<file path="src/rtl/fpadd_pkg.sv">
package fpadd_pkg;
  localparam int EXP_W  = 8;
  localparam int FRAC_W = 23;

  typedef enum logic [2:0] {
    S_IDLE  = 3'd0,
    S_ALIGN = 3'd1,
    S_ADD   = 3'd2,
    S_NORM  = 3'd3,
    S_DONE  = 3'd4
  } fpadd_state_e;
endpackage

</file>
<file path="src/rtl/fpadd_align.sv">
module fpadd_align #(
  parameter int EXP_W  = fpadd_pkg::EXP_W,
  parameter int FRAC_W = fpadd_pkg::FRAC_W,
  localparam int WORD_W = 1 + EXP_W + FRAC_W,
  localparam int SIG_W  = FRAC_W + 1
) (
  input  logic [WORD_W-1:0] word_a,
  input  logic [WORD_W-1:0] word_b,
  output logic [SIG_W-1:0]  big_sig,
  output logic [SIG_W-1:0]  small_sig,
  output logic [EXP_W-1:0]  big_exp,
  output logic              big_sign,
  output logic              eff_sub,
  output logic              pass,
  output logic [WORD_W-1:0] pass_word
);
  localparam logic [EXP_W-1:0] SH_LIM = EXP_W'(SIG_W);

  logic a_zero, b_zero, a_big;
  logic [WORD_W-1:0] w_big, w_small;
  logic [EXP_W-1:0]  diff;
  logic [SIG_W-1:0]  s_raw;

  always_comb begin
    a_zero    = (word_a[WORD_W-2 -: EXP_W] == '0);
    b_zero    = (word_b[WORD_W-2 -: EXP_W] == '0);
    pass      = a_zero || b_zero;
    pass_word = a_zero ? word_b : word_a;
    a_big     = (word_a[WORD_W-2:0] >= word_b[WORD_W-2:0]);
    w_big     = a_big ? word_a : word_b;
    w_small   = a_big ? word_b : word_a;
    big_exp   = w_big[WORD_W-2 -: EXP_W];
    big_sign  = w_big[WORD_W-1];
    eff_sub   = word_a[WORD_W-1] ^ word_b[WORD_W-1];
    big_sig   = {1'b1, w_big[FRAC_W-1:0]};
    s_raw     = {1'b1, w_small[FRAC_W-1:0]};
    diff      = big_exp - w_small[WORD_W-2 -: EXP_W];
    if (diff >= SH_LIM) small_sig = '0;
    else                small_sig = s_raw >> diff;
  end
endmodule

</file>
<file path="src/rtl/fpadd_norm.sv">
module fpadd_norm #(
  parameter int EXP_W  = fpadd_pkg::EXP_W,
  parameter int FRAC_W = fpadd_pkg::FRAC_W,
  localparam int WORD_W = 1 + EXP_W + FRAC_W,
  localparam int SIG_W  = FRAC_W + 1,
  localparam int SUM_W  = SIG_W + 1,
  localparam int LZ_W   = $clog2(SIG_W + 1),
  localparam int EXT_W  = EXP_W + 2
) (
  input  logic [SUM_W-1:0]  sum,
  input  logic [EXP_W-1:0]  exp_in,
  input  logic              sign_in,
  output logic [WORD_W-1:0] word_out
);
  localparam logic signed [EXT_W-1:0] E_TOP = EXT_W'((2 ** EXP_W) - 1);
  localparam logic signed [EXT_W-1:0] E_ONE = EXT_W'(1);

  logic [LZ_W-1:0]         lz;
  logic [SIG_W-1:0]        mant;
  logic signed [EXT_W-1:0] e_base, e_new;

  // leading-zero count over the lower SIG_W bits; highest set bit wins
  always_comb begin
    lz = LZ_W'(SIG_W);
    for (int i = 0; i < SIG_W; i++) begin
      if (sum[i]) lz = LZ_W'(SIG_W - 1 - i);
    end
  end

  always_comb begin
    e_base = signed'({2'b00, exp_in});
    if (sum[SUM_W-1]) begin
      mant  = sum[SUM_W-1:1];
      e_new = e_base + E_ONE;
    end else begin
      mant  = sum[SIG_W-1:0] << lz;
      e_new = e_base - signed'({{(EXT_W-LZ_W){1'b0}}, lz});
    end
    if (sum == '0)          word_out = '0;
    else if (e_new > E_TOP) word_out = {sign_in, {(WORD_W-1){1'b1}}};
    else if (e_new < E_ONE) word_out = '0;
    else                    word_out = {sign_in, e_new[EXP_W-1:0], mant[FRAC_W-1:0]};
  end
endmodule

</file>
<file path="src/rtl/fpadd_seq.sv">
module fpadd_seq #(
  parameter int EXP_W  = fpadd_pkg::EXP_W,
  parameter int FRAC_W = fpadd_pkg::FRAC_W,
  localparam int WORD_W = 1 + EXP_W + FRAC_W,
  localparam int SIG_W  = FRAC_W + 1,
  localparam int SUM_W  = SIG_W + 1
) (
  input  logic              clk,
  input  logic              rst_n,
  input  logic              req,
  input  logic [WORD_W-1:0] opnd_a,
  input  logic [WORD_W-1:0] opnd_b,
  output logic              done,
  output logic [WORD_W-1:0] sum_word
);
  import fpadd_pkg::*;

  fpadd_state_e state_q, state_d;

  logic [WORD_W-1:0] a_q, b_q;
  logic [SIG_W-1:0]  big_sig_d, small_sig_d, big_sig_q, small_sig_q;
  logic [EXP_W-1:0]  exp_d, exp_q, exp2_q;
  logic              sign_d, sign_q, sign2_q;
  logic              sub_d, sub_q;
  logic              pass_d, pass_q, pass2_q;
  logic [WORD_W-1:0] pword_d, pword_q, pword2_q;
  logic [SUM_W-1:0]  sum_d, sum_q;
  logic [WORD_W-1:0] norm_word, res_d, res_q;

  logic cap_en, align_en, add_en, norm_en;

  always_comb begin
    state_d = state_q;
    unique case (state_q)
      S_IDLE:  if (req) state_d = S_ALIGN;
      S_ALIGN: state_d = S_ADD;
      S_ADD:   state_d = S_NORM;
      S_NORM:  state_d = S_DONE;
      S_DONE:  if (!req) state_d = S_IDLE;
      default: state_d = S_IDLE;
    endcase
  end

  always_ff @(posedge clk or negedge rst_n) begin
    if (!rst_n) state_q <= S_IDLE;
    else        state_q <= state_d;
  end

  assign cap_en   = (state_q == S_IDLE) && req;
  assign align_en = (state_q == S_ALIGN);
  assign add_en   = (state_q == S_ADD);
  assign norm_en  = (state_q == S_NORM);

  fpadd_align #(.EXP_W(EXP_W), .FRAC_W(FRAC_W)) u_align (
    .word_a    (a_q),
    .word_b    (b_q),
    .big_sig   (big_sig_d),
    .small_sig (small_sig_d),
    .big_exp   (exp_d),
    .big_sign  (sign_d),
    .eff_sub   (sub_d),
    .pass      (pass_d),
    .pass_word (pword_d)
  );

  always_comb begin
    if (sub_q) sum_d = {1'b0, big_sig_q} - {1'b0, small_sig_q};
    else       sum_d = {1'b0, big_sig_q} + {1'b0, small_sig_q};
  end

  fpadd_norm #(.EXP_W(EXP_W), .FRAC_W(FRAC_W)) u_norm (
    .sum      (sum_q),
    .exp_in   (exp2_q),
    .sign_in  (sign2_q),
    .word_out (norm_word)
  );

  assign res_d = pass2_q ? pword2_q : norm_word;

  always_ff @(posedge clk or negedge rst_n) begin
    if (!rst_n) begin
      a_q <= '0; b_q <= '0;
    end else if (cap_en) begin
      a_q <= opnd_a; b_q <= opnd_b;
    end
  end

  always_ff @(posedge clk or negedge rst_n) begin
    if (!rst_n) begin
      big_sig_q <= '0; small_sig_q <= '0; exp_q <= '0;
      sign_q <= 1'b0; sub_q <= 1'b0; pass_q <= 1'b0; pword_q <= '0;
    end else if (align_en) begin
      big_sig_q <= big_sig_d; small_sig_q <= small_sig_d; exp_q <= exp_d;
      sign_q <= sign_d; sub_q <= sub_d; pass_q <= pass_d; pword_q <= pword_d;
    end
  end

  always_ff @(posedge clk or negedge rst_n) begin
    if (!rst_n) begin
      sum_q <= '0; exp2_q <= '0; sign2_q <= 1'b0; pass2_q <= 1'b0; pword2_q <= '0;
    end else if (add_en) begin
      sum_q <= sum_d; exp2_q <= exp_q; sign2_q <= sign_q;
      pass2_q <= pass_q; pword2_q <= pword_q;
    end
  end

  always_ff @(posedge clk or negedge rst_n) begin
    if (!rst_n)       res_q <= '0;
    else if (norm_en) res_q <= res_d;
  end

  assign done     = (state_q == S_DONE);
  assign sum_word = res_q;
endmodule

</file>
<file path="config.mk">
export PLATFORM = sky130hd
export DESIGN_NAME = fpadd_seq
export DESIGN_NICKNAME = d
export VERILOG_FILES = /design/src/rtl/fpadd_pkg.sv /design/src/rtl/fpadd_align.sv /design/src/rtl/fpadd_norm.sv /design/src/rtl/fpadd_seq.sv
export SDC_FILE = /design/constraint.sdc
export NUM_CORES = 1
export LEC_CHECK = 0
export BUFFER_PORTS_ARGS = -buffer_cell sky130_fd_sc_hd__buf_2
export CAP_MARGIN = 40
export CORE_MARGIN = 2
export CORE_UTILIZATION = 30
export CTS_CLUSTER_SIZE = 14
export DETAILED_ROUTE_END_ITERATION = 7
export MAX_ROUTING_LAYER = met4
export PLACE_DENSITY_LB_ADDON = 0.1
export SLEW_MARGIN = 15
export SYNTH_ARGS = -nofsm -noshare
export SYNTH_HDL_FRONTEND = slang
export SYNTH_SLANG_ARGS = --single-unit
</file>
<file path="constraint.sdc">
create_clock -name clk -period 5.9 [get_ports clk]
set_input_delay 0.885 -clock clk [delete_from_list [all_inputs] [get_ports clk]]
set_output_delay 0.885 -clock clk [all_outputs]
set_load 0.05 [all_outputs]
</file>
==> results.cfg <==
[run_status]
status = finished, final reports clean

[synthesis]
synth_area_per_cell_um2 = 8.88
netlist-cell-type-count = 82
synthArstFlopShare = 1.00
synthFlopType = dfrtp_1
postSynthCellCount = 1846
ys_seq_elements = 257
syn_area_mm2 = 0.0164
ys_warn_count = 0
seq_area_frac_synth = 0.392
synth_nets = 1978
synth_edf_count = 0

[die]
core.rowCount = 85
floorplan.initialDensity = 0.304
core-area_mm2 = 0.0539
die-width_um = 238
die_h_um = 238
dieArea_mm2 = 0.0565
io_pins = 100

[global_routing]
grt_max_degree = 120
grt_pass1_vias = 13800
gr-total-overflow = 0
grt_pass1_wl_um = 85300
track_usage = 0.202
grt_antenna_before_repair = 0

[critical_path]
reg2reg_from = b_q[25]
start_kind = flop
critPathArrivalTime_ns = 5.65
r2r_slack_ns = 0.68
endpoint_kind = flop
worst-r2r-cell-count = 16
timing.rr.end = small_sig_q[2]
criticalPathCategory = reg -> reg
required_ns = 6.33
critPathMaxFanout = 12

[route]
wl_um = 55000
vias = 13700
via_per_inst = 5.25
drtIter0Drc = 1147
drtAntennaViolNets = 0
met3_length_um = 2010
routedWlPerCell_um = 21.1
drt_pass1_iterations = 5
highest_layer = met4
m1WireLength_um = 27100
routed-wl-met2_um = 24400
post-route-drc-count = 0

[clock_tree]
cts_root_buf = clkbuf_16
clock_sinks = 257
cts-buffers-inserted = 34
cts_buffer_depth = 3
clkTransAtPathRegs_ns = 0.06
htreeDepth = 2
clk_latency_ns = 0.55
cts_tree = done
cts-resized-gates = 0
cts_hold_buf = 0
cts_post_setup_buffers_inserted = 0

[final_layout]
fin_util = 0.347
syn_to_final_growth_pct = 14.1
n_fill_cell = 5635
final_layout_size_suffix_gt1_frac = 0.147
diodes = 0
nNetsFinal = 2021
layout_commonest_cell = nand2_1
instances_no_fill = 2607
final_cell_mix = nand2_1, dfrtp_1, o21ai_0

[min_path]
hp-class = in -> async

[timing]
worst_pin_slew_ns = 0.968
fmax_mhz = 192
timing.slew.headroom = 0.355
min_period_ns = 5.22
fin_skew_ns = 0.0267
hold_viol = 0
drv_slew = 0
setup_tns_ns = 0
worst_slack_ns = 0.680
rsz0062_at_grt = false
fin_crit_sh = 0.885
finalSetupViolCount = 0

[placed_design]
dpl.hpwl_um = 41400
gp_congestion = 0.949
place_worst_setup_slack_ns = 0.720
dp_cells = 2549
io_buffers = 99

[flow_run]
max_cap_viol_count = 0
==> kinds of logic after synthesis <==
logic type / after synthesis / share of synthesized area
fa+ha+maj: 65 / 0.0505
buf+inv: 190 / 0.0453
simple gates: 613 / 0.163
mux: 180 / 0.138
xor+xnor: 58 / 0.0310
compound gates: 483 / 0.180
flops: 257 / 0.392
==> registers in the layout (all words and copies together), names as in the netlist <==
signal       flops
big_sig_q       24
pass2_q          1
pword2_q        32
pass_q           1
sign2_q          1
b_q             32
state_q          3
exp2_q           8
sum_word        32
sum_q           25
exp_q            8
pword_q         32
a_q             32
sub_q            1
small_sig_q     24
sign_q           1
==> worst max-delay path, stage by stage (launching register included) <==
cell and delay [ns]:
dfrtp_1 0.46, inv_1 0.11, ha_1 0.43, and2_4 0.21, a221o_1 0.31, a41o_1 0.29, a221oi_4 0.24, mux2i_1 0.36
ha_1 0.23, nor2_1 0.05, mux2i_1 0.41, a22oi_1 0.18, a211oi_1 0.29, xor2_1 0.19, or4b_1 0.75, nand2b_4 0.30
o311ai_1 0.31
==> metrics by stage <==
stage / hold WS, ns / cell area, µm²
after global placement: 0.454 / 17600
after global routing: 0.497 / 18700
after floorplan: 0.438 / 16400
after CTS: 0.470 / 18700
final: 0.443 / 18700
after detailed placement: 0.457 / 17600
==> layout make-up <==
| type | count | area, µm² | area share |
|---|---|---|---|
| clock inverters | 13 | 154 | 0.00823 |
| multi-input cells | 1399 | 9260 | 0.495 |
| clock buffers | 45 | 983 | 0.0526 |
| well taps | 696 | 871 | 0.0466 |
| flip-flops and latches | 257 | 6430 | 0.344 |
| repair buffers | 131 | 758 | 0.0405 |
| inverters | 66 | 248 | 0.0132 |
==> metal layers <==
| layer | GRT usage | up-vias |
|---|---|---|
| met1 | 0.284 | 6626 |
| met3 | 0.0240 | 84 |
| li1 | - | 6670 |
| met2 | 0.304 | 300 |
| met5 | - | - |
| met4 | 0.0623 | 0 |
==> how the worst max path moves through the flow <==
stage	startpoint	endpoint
floorplan	sum_q[1]	sum_word[25]
global placement	a_q[14]	small_sig_q[2]
detailed placement	b_q[26]	small_sig_q[1]
CTS	b_q[26]	small_sig_q[2]
global route	b_q[25]	small_sig_q[2]
finish	b_q[25]	small_sig_q[2]
==> Yosys cell counts (8+ instances only) <==
master	n	area, µm²
nor3_1	24	120
nand3_1	24	120
o31ai_1	10	75.1
nor2_1	116	435
nand2_1	351	1320
buf_1	8	30.0
a21o_1	14	105
o21ai_0	190	951
ha_1	63	788
xor2_1	18	158
nor2b_1	10	62.6
mux4_2	33	743
and3_1	18	113
a32o_1	8	80.1
nor4_1	15	93.8
inv_1	64	240
mux2_2	39	439
and2_1	11	68.8
a21oi_1	125	626
a31oi_1	22	138
o221ai_1	9	78.8
mux2i_1	108	1080
nand2b_1	10	62.6
clkbuf_1	109	409
dfrtp_1	257	6430
a211oi_1	24	180
xnor2_1	40	350
Power is not shown: default switching activity piles up to over one toggle a cycle in this logic, so the estimate is an artifact.
